--- config.mk ---
export PLATFORM = sky130hd
export DESIGN_NAME = spi_target
export DESIGN_NICKNAME = d
export VERILOG_FILES = /design/src/rtl/spi_tgt_pkg.sv /design/src/rtl/spi_tgt_sync.sv /design/src/rtl/spi_tgt_fifo.sv /design/src/rtl/spi_tgt_engine.sv /design/src/rtl/spi_target.sv
export SDC_FILE = /design/constraint.sdc
export NUM_CORES = 1
export LEC_CHECK = 0
export BUFFER_PORTS_ARGS = -buffer_cell sky130_fd_sc_hd__buf_4
export CAP_MARGIN = 20
export CORE_AREA = 2 2 172 174
export CTS_CLUSTER_SIZE = 40
export DETAILED_ROUTE_END_ITERATION = 6
export DIE_AREA = 0 0 174 176
export PLACE_DENSITY = 0.76
export SLEW_MARGIN = 0
export SYNTH_ARGS = -nofsm -noshare
export SYNTH_HDL_FRONTEND = slang
export SYNTH_SLANG_ARGS = --single-unit
--- constraint.sdc ---
create_clock -name clk -period 6.85 [get_ports clk]
set_clock_uncertainty 0.2 [all_clocks]
set_input_delay 0.685 -clock clk [delete_from_list [all_inputs] [get_ports clk]]
set_output_delay 0.685 -clock clk [all_outputs]
set_load 0.01 [all_outputs]
--- src/rtl/spi_tgt_pkg.sv ---
package spi_tgt_pkg;

    localparam int WORD_W = 32;
    localparam int IDX_W  = $clog2(WORD_W);
    localparam int CNT_W  = IDX_W + 1;

    typedef enum logic [1:0] {
        ST_IDLE  = 2'd0,
        ST_LOAD  = 2'd1,
        ST_SHIFT = 2'd2
    } eng_state_t;

    // word length code to bit count: 00 -> 8, 01 -> 16, others -> 32
    function automatic logic [CNT_W-1:0] word_bits(input logic [1:0] code);
        unique case (code)
            2'b00:   word_bits = CNT_W'(8);
            2'b01:   word_bits = CNT_W'(16);
            default: word_bits = CNT_W'(32);
        endcase
    endfunction

endpackage

--- src/rtl/spi_tgt_sync.sv ---
module spi_tgt_sync #(
    parameter int W      = 1,
    parameter int STAGES = 2
) (
    input  logic         clk,
    input  logic         rst_n,
    input  logic [W-1:0] d,
    output logic [W-1:0] q
);
    logic [W-1:0] chain [STAGES];

    always_ff @(posedge clk or negedge rst_n) begin
        if (!rst_n) begin
            for (int i = 0; i < STAGES; i++) chain[i] <= '0;
        end else begin
            chain[0] <= d;
            for (int i = 1; i < STAGES; i++) chain[i] <= chain[i-1];
        end
    end

    assign q = chain[STAGES-1];
endmodule

--- src/rtl/spi_tgt_fifo.sv ---
module spi_tgt_fifo #(
    parameter int W     = 32,
    parameter int DEPTH = 8
) (
    input  logic         clk,
    input  logic         rst_n,
    input  logic         push,
    input  logic [W-1:0] din,
    input  logic         pop,
    output logic [W-1:0] dout,
    output logic         full,
    output logic         empty
);
    localparam int AW = (DEPTH > 1) ? $clog2(DEPTH) : 1;
    localparam int CW = $clog2(DEPTH + 1);

    logic [W-1:0]  mem [DEPTH];
    logic [AW-1:0] wp_q, rp_q;
    logic [CW-1:0] cnt_q;
    logic          do_push, do_pop;

    function automatic logic [AW-1:0] bump(input logic [AW-1:0] p);
        bump = (p == AW'(DEPTH - 1)) ? '0 : p + 1'b1;
    endfunction

    assign full    = (cnt_q == CW'(DEPTH));
    assign empty   = (cnt_q == '0);
    assign do_push = push && !full;
    assign do_pop  = pop && !empty;
    assign dout    = mem[rp_q];

    always_ff @(posedge clk) begin
        if (do_push) mem[wp_q] <= din;
    end

    always_ff @(posedge clk or negedge rst_n) begin
        if (!rst_n) begin
            wp_q  <= '0;
            rp_q  <= '0;
            cnt_q <= '0;
        end else begin
            if (do_push) wp_q <= bump(wp_q);
            if (do_pop)  rp_q <= bump(rp_q);
            unique case ({do_push, do_pop})
                2'b10:   cnt_q <= cnt_q + 1'b1;
                2'b01:   cnt_q <= cnt_q - 1'b1;
                default: cnt_q <= cnt_q;
            endcase
        end
    end

    // occupancy bounded by depth
    p_cnt_bound_r12: assert property (@(posedge clk) disable iff (!rst_n)
        cnt_q <= CW'(DEPTH));

    // a write into a full queue without a read leaves occupancy unchanged
    p_full_write_ignored_r12: assert property (@(posedge clk) disable iff (!rst_n)
        (push && full && !pop) |=> $stable(cnt_q));
endmodule

--- src/rtl/spi_tgt_engine.sv ---
module spi_tgt_engine
    import spi_tgt_pkg::*;
(
    input  logic              clk,
    input  logic              rst_n,
    input  logic              sclk_s,
    input  logic              sel_act,
    input  logic              mosi_s,
    input  logic              cfg_cpol,
    input  logic              cfg_cpha,
    input  logic              cfg_lsb_first,
    input  logic [1:0]        cfg_len,
    input  logic [WORD_W-1:0] tx_head,
    input  logic              tx_avail,
    input  logic              rx_full,
    output logic              tx_pop,
    output logic              rx_push,
    output logic [WORD_W-1:0] rx_word,
    output logic              miso_bit,
    output logic              modf_pulse,
    output logic              ovr_pulse
);
    eng_state_t        state_q, state_d;
    logic [CNT_W-1:0]  cnt_q, len_q, idx_full;
    logic [WORD_W-1:0] tx_word_q, rx_word_q, rx_ins;
    logic              took_q, lsb_q, rise_samp_q, sclk_d;
    logic              samp_edge, last_bit, word_done;

    // edge detection in the system clock domain
    always_ff @(posedge clk or negedge rst_n) begin
        if (!rst_n) sclk_d <= 1'b0;
        else        sclk_d <= sclk_s;
    end

    assign samp_edge = rise_samp_q ? (sclk_s && !sclk_d) : (!sclk_s && sclk_d);
    assign last_bit  = (cnt_q == len_q - 1'b1);
    assign word_done = (state_q == ST_SHIFT) && sel_act && samp_edge && last_bit;
    assign idx_full  = lsb_q ? cnt_q : (len_q - 1'b1 - cnt_q);

    always_comb begin
        rx_ins = rx_word_q;
        rx_ins[idx_full[IDX_W-1:0]] = mosi_s;
    end

    // state register
    always_ff @(posedge clk or negedge rst_n) begin
        if (!rst_n) state_q <= ST_IDLE;
        else        state_q <= state_d;
    end

    // next state
    always_comb begin
        state_d = state_q;
        unique case (state_q)
            ST_IDLE:  if (sel_act) state_d = ST_LOAD;
            ST_LOAD:  state_d = sel_act ? ST_SHIFT : ST_IDLE;
            ST_SHIFT: begin
                if (!sel_act)      state_d = ST_IDLE;
                else if (word_done) state_d = ST_LOAD;
            end
            default:  state_d = ST_IDLE;
        endcase
    end

    // outputs
    always_comb begin
        tx_pop     = 1'b0;
        rx_push    = 1'b0;
        ovr_pulse  = 1'b0;
        modf_pulse = 1'b0;
        miso_bit   = 1'b0;
        unique case (state_q)
            ST_IDLE, ST_LOAD: ;
            ST_SHIFT: begin
                miso_bit   = tx_word_q[idx_full[IDX_W-1:0]];
                tx_pop     = word_done && took_q;
                rx_push    = word_done && !rx_full;
                ovr_pulse  = word_done && rx_full;
                modf_pulse = !sel_act && (cnt_q != '0);
            end
            default: ;
        endcase
    end

    assign rx_word = rx_ins;

    // datapath registers
    always_ff @(posedge clk or negedge rst_n) begin
        if (!rst_n) begin
            cnt_q       <= '0;
            len_q       <= CNT_W'(8);
            tx_word_q   <= '0;
            rx_word_q   <= '0;
            took_q      <= 1'b0;
            lsb_q       <= 1'b0;
            rise_samp_q <= 1'b1;
        end else begin
            unique case (state_q)
                ST_LOAD: begin
                    cnt_q       <= '0;
                    rx_word_q   <= '0;
                    len_q       <= word_bits(cfg_len);
                    lsb_q       <= cfg_lsb_first;
                    rise_samp_q <= (cfg_cpol == cfg_cpha);
                    took_q      <= tx_avail;
                    tx_word_q   <= tx_avail ? tx_head : '0;
                end
                ST_SHIFT: begin
                    if (sel_act && samp_edge && !last_bit) begin
                        rx_word_q <= rx_ins;
                        cnt_q     <= cnt_q + 1'b1;
                    end
                end
                default: cnt_q <= '0;
            endcase
        end
    end

    // the bit counter stays inside the latched word length
    p_cnt_in_word_r3: assert property (@(posedge clk) disable iff (!rst_n)
        (state_q == ST_SHIFT) |-> (cnt_q < len_q));

    // a mid-word select loss always returns the machine to idle
    p_fault_to_idle_r8: assert property (@(posedge clk) disable iff (!rst_n)
        modf_pulse |=> (state_q == ST_IDLE));

    // word completion always re-enters the load state
    p_done_reloads_r5: assert property (@(posedge clk) disable iff (!rst_n)
        word_done |=> (state_q == ST_LOAD));
endmodule

--- src/rtl/spi_target.sv ---
module spi_target
    import spi_tgt_pkg::*;
#(
    parameter int RX_DEPTH = 8,
    parameter int TX_DEPTH = 2,
    parameter int SYNC_STG = 2
) (
    input  logic        clk,
    input  logic        rst_n,
    input  logic        spi_sclk,
    input  logic        spi_sel,
    input  logic        spi_mosi,
    output logic        spi_miso,
    output logic        spi_miso_oe,
    input  logic        cfg_cpol,
    input  logic        cfg_cpha,
    input  logic        cfg_lsb_first,
    input  logic [1:0]  cfg_len,
    input  logic        cfg_sel_high,
    input  logic        tx_wr,
    input  logic [31:0] tx_data,
    output logic        tx_full,
    input  logic        rx_rd,
    output logic [31:0] rx_data,
    output logic        rx_empty,
    input  logic        err_clr,
    output logic        modf_flag,
    output logic        ovr_flag,
    input  logic        irq_en_rx,
    input  logic        irq_en_tx,
    input  logic        irq_en_err,
    output logic        irq_rx,
    output logic        irq_tx,
    output logic        irq_err
);
    logic [2:0]        link_s;
    logic              sel_act;
    logic [WORD_W-1:0] tx_head, rx_word;
    logic              tx_empty, rx_full;
    logic              tx_pop, rx_push, modf_pulse, ovr_pulse;
    logic              modf_q, ovr_q;

    spi_tgt_sync #(.W(3), .STAGES(SYNC_STG)) u_sync (
        .clk   (clk),
        .rst_n (rst_n),
        .d     ({spi_sclk, spi_sel, spi_mosi}),
        .q     (link_s)
    );

    assign sel_act = cfg_sel_high ? link_s[1] : !link_s[1];

    spi_tgt_engine u_eng (
        .clk           (clk),
        .rst_n         (rst_n),
        .sclk_s        (link_s[2]),
        .sel_act       (sel_act),
        .mosi_s        (link_s[0]),
        .cfg_cpol      (cfg_cpol),
        .cfg_cpha      (cfg_cpha),
        .cfg_lsb_first (cfg_lsb_first),
        .cfg_len       (cfg_len),
        .tx_head       (tx_head),
        .tx_avail      (!tx_empty),
        .rx_full       (rx_full),
        .tx_pop        (tx_pop),
        .rx_push       (rx_push),
        .rx_word       (rx_word),
        .miso_bit      (spi_miso),
        .modf_pulse    (modf_pulse),
        .ovr_pulse     (ovr_pulse)
    );

    spi_tgt_fifo #(.W(WORD_W), .DEPTH(TX_DEPTH)) u_txq (
        .clk   (clk),
        .rst_n (rst_n),
        .push  (tx_wr),
        .din   (tx_data),
        .pop   (tx_pop),
        .dout  (tx_head),
        .full  (tx_full),
        .empty (tx_empty)
    );

    spi_tgt_fifo #(.W(WORD_W), .DEPTH(RX_DEPTH)) u_rxq (
        .clk   (clk),
        .rst_n (rst_n),
        .push  (rx_push),
        .din   (rx_word),
        .pop   (rx_rd),
        .dout  (rx_data),
        .full  (rx_full),
        .empty (rx_empty)
    );

    always_ff @(posedge clk or negedge rst_n) begin
        if (!rst_n) begin
            modf_q <= 1'b0;
            ovr_q  <= 1'b0;
        end else begin
            if (modf_pulse)   modf_q <= 1'b1;
            else if (err_clr) modf_q <= 1'b0;
            if (ovr_pulse)    ovr_q  <= 1'b1;
            else if (err_clr) ovr_q  <= 1'b0;
        end
    end

    assign modf_flag   = modf_q;
    assign ovr_flag    = ovr_q;
    assign spi_miso_oe = sel_act;
    assign irq_rx      = !rx_empty && irq_en_rx;
    assign irq_tx      = tx_empty && irq_en_tx;
    assign irq_err     = (modf_q || ovr_q) && irq_en_err;

    // a dropped overrun word leaves a full receive queue full
    p_ovr_keeps_queue_r9: assert property (@(posedge clk) disable iff (!rst_n)
        (ovr_pulse && !rx_rd) |=> rx_full);

    // error flags hold until cleared
    p_flags_sticky_r10: assert property (@(posedge clk) disable iff (!rst_n)
        ((modf_q || ovr_q) && !err_clr) |=> (modf_q || ovr_q));

    // select loss mid-word never writes the receive queue
    p_fault_no_push_r8: assert property (@(posedge clk) disable iff (!rst_n)
        modf_pulse |-> !rx_push);
endmodule

## After elaboration in Yosys (flattened, before gate mapping)

Memory sizes are Yosys's and may differ from the RTL's.
Cells that the tools add are included.

- Add/sub/neg operators: 11
- Equal/unequal tests: 16
- Multiplexer cells: 37
- Reduce and logical (&&, ||, !) cells: 41
- Magnitude comparators: 2

Operators by type and width:

| cell | count |
|---|---|
| two-way mux 32 bit | 2 |
| one-hot mux 32 bit (2 select lines) | 1 |
| bitwise mux 32 bit | 1 |
| logical AND 1 bit | 19 |
| two-way mux 1 bit | 18 |
| two-way mux 6 bit | 2 |
| one-hot mux 6 bit (2 select lines) | 1 |
| nonzero test 2 bit | 5 |
| logical NOT 1 bit | 9 |
| == test 2 x 1 -> 1 bit, second input constant | 4 |
| == test 2 bit, second input constant | 4 |
| two-way mux 2 bit | 4 |
| one-hot mux 4 bit (2 select lines) | 1 |
| adder 3 x 1 -> 3 bit, second input constant | 2 |
| adder 6 x 1 -> 6 bit, second input constant | 1 |
| == test 3 bit, second input constant | 2 |
| == test 6 bit | 1 |
| logical NOT 2 bit | 3 |
| < comparator 5 x 6 -> 1 bit, second input constant | 1 |
| two-way mux 3 bit | 2 |
| one-hot mux 2 bit (3 select lines) | 1 |
| nonzero test 6 bit | 1 |
| subtractor 6 x 1 -> 6 bit, second input constant | 1 |
| binary-select mux 1 bit (select 5 bit) | 1 |
| other kinds (18) | 20 |

- Output and inout bits: 41
- Bits in registers: 104
- Bits of input ports: 49
- Logic and storage cells: 128
- Memories kept: 2
- Bits in writable memories: 320

Memory list:

| memory | words | width | rd ports | clocked after Yosys merged registers in | wr ports | line | text |
|---|---|---|---|---|---|---|---|
| u_rxq.mem | 8 | 32 | 1 | 0 | 1 | spi_tgt_fifo.sv:17 | `logic [W-1:0] mem [DEPTH];` |
| u_txq.mem | 2 | 32 | 1 | 0 | 1 | spi_tgt_fifo.sv:17 |  |

## Longest topological paths before layout

- Depth in word-level cells: 10
- Gate-level depth with buffers: 13
- Depth with buffers taken out: 13

## By module

A second synthesis with hierarchy kept.

- Cells, all modules: 1,042
- Area, all modules: 17,789.6 um^2

Modules (own cells, without submodules):

| module | sequential area each (um^2) | area an instance (um^2) | times used | cells each |
|---|---|---|---|---|
| spi_tgt_fifo (u_rxq) | 7,937.6 | 10,293.6 | 1 | 439 |
| spi_tgt_engine | 1,979.4 | 4,563.1 | 1 | 466 |
| spi_tgt_fifo (u_txq) | 2,021.9 | 2,658.8 | 1 | 118 |
| spi_tgt_sync | 150.1 | 172.7 | 1 | 9 |
| spi_target | 50.0 | 101.3 | 1 | 10 |

## Worst setup path after synthesis

No wires, ideal clock.

- Path kind: reg2reg
- Start point: register u_eng.len_q[3]
- End point: memory u_rxq.mem[4][0] (enable)
- Setup slack: 1,022 ps
- Setup time: 513 ps
- Arrival: 5,115 ps
- Required time: 6,137 ps
- Path buffers: 0
- Stages on the path, launching flop included: 8
- Period minus slack after synthesis: 5,828 ps
- Cells stage by stage: dfstp_2 > inv_1 > ha_1 > xor2_1 > nand4_1 > nor3_2 > inv_1 > nor4b_1

- Longest elaborated chain between the ends: 8

RTL lines:

| item | line | text |
|---|---|---|
| start: declaration | spi_tgt_engine.sv:24 | `logic [CNT_W-1:0] cnt_q, len_q, idx_full;` |
| start signal: assignment | spi_tgt_engine.sv:102 | `len_q <= word_bits(cfg_len);` |
| subtractor 6 x 1 -> 6 bit | spi_tgt_engine.sv:36 | `assign last_bit = (cnt_q == len_q - 1'b1);` |
| == test 6 bit | spi_tgt_engine.sv:36 |  |
| logical AND 1 bit | spi_tgt_engine.sv:37 | `assign word_done = (state_q == ST_SHIFT) && sel_act && samp_edge && last_bit;` |
| logical AND 1 bit | spi_tgt_engine.sv:77 | `rx_push = word_done && !rx_full;` |
| two-way mux 1 bit | spi_tgt_engine.sv:72 | `unique case (state_q)` |
| logical AND 1 bit | spi_tgt_fifo.sv:28 | `assign do_push = push && !full;` |
| two-way mux 1 bit | spi_tgt_fifo.sv:33 | `if (do_push) mem[wp_q] <= din;` |
| two-way mux 1 bit (implied by the code) | spi_tgt_fifo.sv:33 |  |
| end: declaration | spi_tgt_fifo.sv:17 |  |

No other way between the ends.

## Worst setup path in the final report

- Start point: register u_eng.len_q[3]
- End point: output spi_miso

- Longest elaborated chain between the ends: 6

RTL lines:

| item | line | text |
|---|---|---|
| subtractor 6 x 1 -> 6 bit | - |  |
| subtractor 5 bit | spi_tgt_engine.sv:38 | `assign idx_full = lsb_q ? cnt_q : (len_q - 1'b1 - cnt_q);` |
| two-way mux 5 bit | spi_tgt_engine.sv:38 |  |
| binary-select mux 1 bit (select 5 bit) | spi_tgt_engine.sv:75 | `miso_bit = tx_word_q[idx_full[IDX_W-1:0]];` |
| two-way mux 1 bit (implied by the code) | spi_tgt_engine.sv:75 |  |
| two-way mux 1 bit | spi_tgt_engine.sv:72 |  |
| end: declaration | spi_target.sv:13 | `output logic spi_miso,` |

No other way between the ends. The select of a mux whose other input is x is not followed.

==> impl_metrics.tcl <==
set metrics [dict create \
    cts_setup_buffers 0 \
    numCtsBuffers 41 \
    syn_nets 1044 \
    power.leakage_nw 6.808 \
    first_global_vias 8841 \
    rsz0062_at_grt "false" \
    synth_top_family_by_area "multiplexers" \
    period_needed_ps 4109 \
    ctsResizeCount 0 \
    internal-power_mw 5.170 \
    synth_compound_area_share_pct 3.034 \
    drt_iter0_drc 612 \
    synth_edf_count 320 \
    synth_mux_area_share_pct 17.94 \
    netlist_top_cells_count "320 x edfxtp_1, 100 x mux2_2, 99 x dfrtp_1, 71 x mux4_2, 51 x nand2_1" \
    synth.area.top_cells "edfxtp_1 55%, dfrtp_1 14%, mux4_2 9.2%" \
    grt_use_total_pct 21.07 \
    clock_path_buffers 3 \
    htreeDepth 2 \
    yosysMostFrequentCell "edfxtp_1" \
    multiInputGateArea_um2 4954 \
    die-area_um2 30620 \
    dpl.hpwl_um 18150 \
    cts_hold_buf 1 \
    peakVddDrop_uv 228.4 \
    power_mw 7.132 \
    ff_latch_area_um2 12150 \
    arrival_ps 3220 \
    netlist_area_um2 17360 \
    die_x_um 174 \
    chipHeight_um 176 \
    synth-seq-cells 421 \
    synth_fa_ha_area_share_pct 0.8649 \
    ys_types 54 \
    num_rows 62 \
    grt_max_degree 82 \
    cts_tree "done" \
    grt_first_pass_wirelength_um 49340 \
    finalSetupTns_ps 0 \
    synth_cells 983 \
    viasPerCell 5.835 \
    synthSimpleGateAreaFrac_pct 5.168 \
    power_frac_seq_pct 46.0 \
    combinationalPowerShare_pct 23.6 \
    yosysSeqAreaShare_pct 69.92 \
    cp-start-kind "flop" \
    clockPowerShare_pct 30.5 \
    path_class "flop to primary output" \
    synthFlopType "edfxtp_1" \
    report.final.slew_viol_count 0 \
    numClockSinks 421 \
    synth-xor-area-share_pct 1.240 \
    wl_met2_um 15870 \
    ys.warnings.count 0 \
    wl_per_cell_um 20.94 \
    status "complete, no violations" \
    antenna_found_initial 0 \
    synthToLayoutAreaGrowth_pct 14.20 \
    drive_gt1_share_pct 32.70 \
    powerDensity_nw_per_um2 359.7 \
    syn_avg_cell_area_um2 17.66 \
    r2r_slack_ps 3440 \
    gp_congestion 0.8302 \
    wl_um 31350 \
    antenna_left 0 \
    setup_viol 0 \
    clock_latency_ps 530 \
    worst_slack_ps 2741 \
    cp.required_ps 5960 \
    netSwitchingFraction_pct 27.50 \
    route.met3.wl_um 1436 \
    drcViolationCount 0 \
    io_buffers 89 \
    cap_violations 0 \
    initial_core_util_pct 60.81 \
    top_layer "met4" \
    fmax_mhz 243.3 \
    hold_path_class "input pin to flop" \
    met1_length_um 13330 \
    ios 90 \
    drtPass1Iterations 4 \
    final.period_utilization_pct 59.99 \
    synthArstFlopShare_pct 23.99 \
    root_buffer "clkbuf_16" \
    cp-end-kind "primary output" \
    num-nets-final 1141 \
    worst_pin_slew_ps 995.6 \
    num_vias 8735 \
    grt_overflow 0 \
    synth_top_area_share_pct 55.35 \
    timing_hold_violations_final 0 \
    slew_headroom_pct 33.63 \
    core_um2 28550 \
    synth_top_cell_by_area "edfxtp_1" \
    fillers 1899 \
    power.switching_mw 1.962 \
    clk_pin_slew_ps 60 \
    cp_max_fo 40 \
    diodes 0 \
    preCtsSetupSlack_ps 3207 \
    utilization_pct 69.45 \
]
[sequential cells by signal, summed over array words and instances (netlist names), 3 cells and up]
register         count
u_sync.chain         3
u_eng.len_q          3
u_txq.mem           64
u_rxq.mem          256
u_rxq.cnt_q          4
u_sync.q             3
u_rxq.wp_q           3
u_eng.tx_word_q     32
u_rxq.rp_q           3
u_eng.rx_word_q     32
u_eng.cnt_q          6
[metal layers]
metal  vias up  track usage, %
li1       4032               -
met1      4448           28.95
met2       206           35.52
met3        49           3.381
met4         0           6.232
met5         -               0
[through the flow]
| stage | instances | hold WS, ps | cell area [µm²] |
|---|---|---|---|
| 2_1_floorplan | 983 | 131.2 | 17360 |
| 3_3_place_gp | 1417 | 133.2 | 18440 |
| 3_5_place_dp | 1417 | 139.3 | 18440 |
| 4_1_cts | 1494 | 56.08 | 19780 |
| 5_1_grt | 1497 | 57.59 | 19830 |
| 6_report | 1497 | 73.82 | 19830 |
[worst max-delay path, stage by stage, from the launching register on]
cell	delay [ps]
dfstp_2	520
inv_1	50
ha_1	400
o21a_1	280
o31a_4	430
o21ai_0	250
o22ai_1	120
nor4_1	440
buf_4	210
[power groups by stage]
stage               Clock, mW  Sequential (mW)  Combinational [mW]
floorplan                   0             3.14                1.34
global route             2.32             3.32                1.83
detailed placement          0             3.34                1.68
global placement            0             3.33                1.66
finish                   2.17             3.28                1.68
CTS                      2.21             3.29                1.69
[kinds of logic (layout without fill, tap and decap cells)]
family,count (synthesis),count (layout)
xor+xnor,23,23
simple gates,164,164
compound gates,84,84
mux,208,208
buf+inv,71,201
flops,421,421
fa+ha+maj,12,12
[final cells by class]
cell class	instances	area share, %
clock buffer	62	6.242
inverter	14	0.2651
multi-input combinational	491	24.99
timing repair buffer	111	4.317
tap	384	2.423
clock inverter	14	0.5049
sequential	421	61.26
[cells in the final DEF (no fill, tap or decap), types with 3 or more instances in the layout]
cell and instances:
inv_1 14, mux4_2 71, nor2_1 14, nor3_2 4, dfrtp_1 96, mux2_2 100
clkbuf_1 10, clkbuf_16 43, o21ai_1 3, o21a_1 5, o211ai_1 17, xnor2_1 11
nor2b_1 3, clkinv_2 5, o21ai_0 42, and2_1 34, clkbuf_8 9, edfxtp_1 320
nor3b_1 4, xor2_1 11, nand2b_1 8, nor4_1 19, mux2i_1 34, nand3_1 4
ha_1 12, clkinv_1 5, buf_4 108, nor3_1 3, nand2_1 51
[worst paths after layout]
kind,start,endpoint,cells past startpoint
worst max register to register,u_eng.len_q[3],u_rxq.mem[4][7],8
worst min register to register,u_sync.chain[4],u_sync.q[1],0
max in group asynchronous,rst_n,u_eng.len_q[3],4
worst min-delay path,spi_mosi,u_sync.chain[3],1
worst max-delay path,u_eng.len_q[3],spi_miso,8
min in group asynchronous,rst_n,u_rxq.cnt_q[1],2
(Power assumes the default switching activity.)
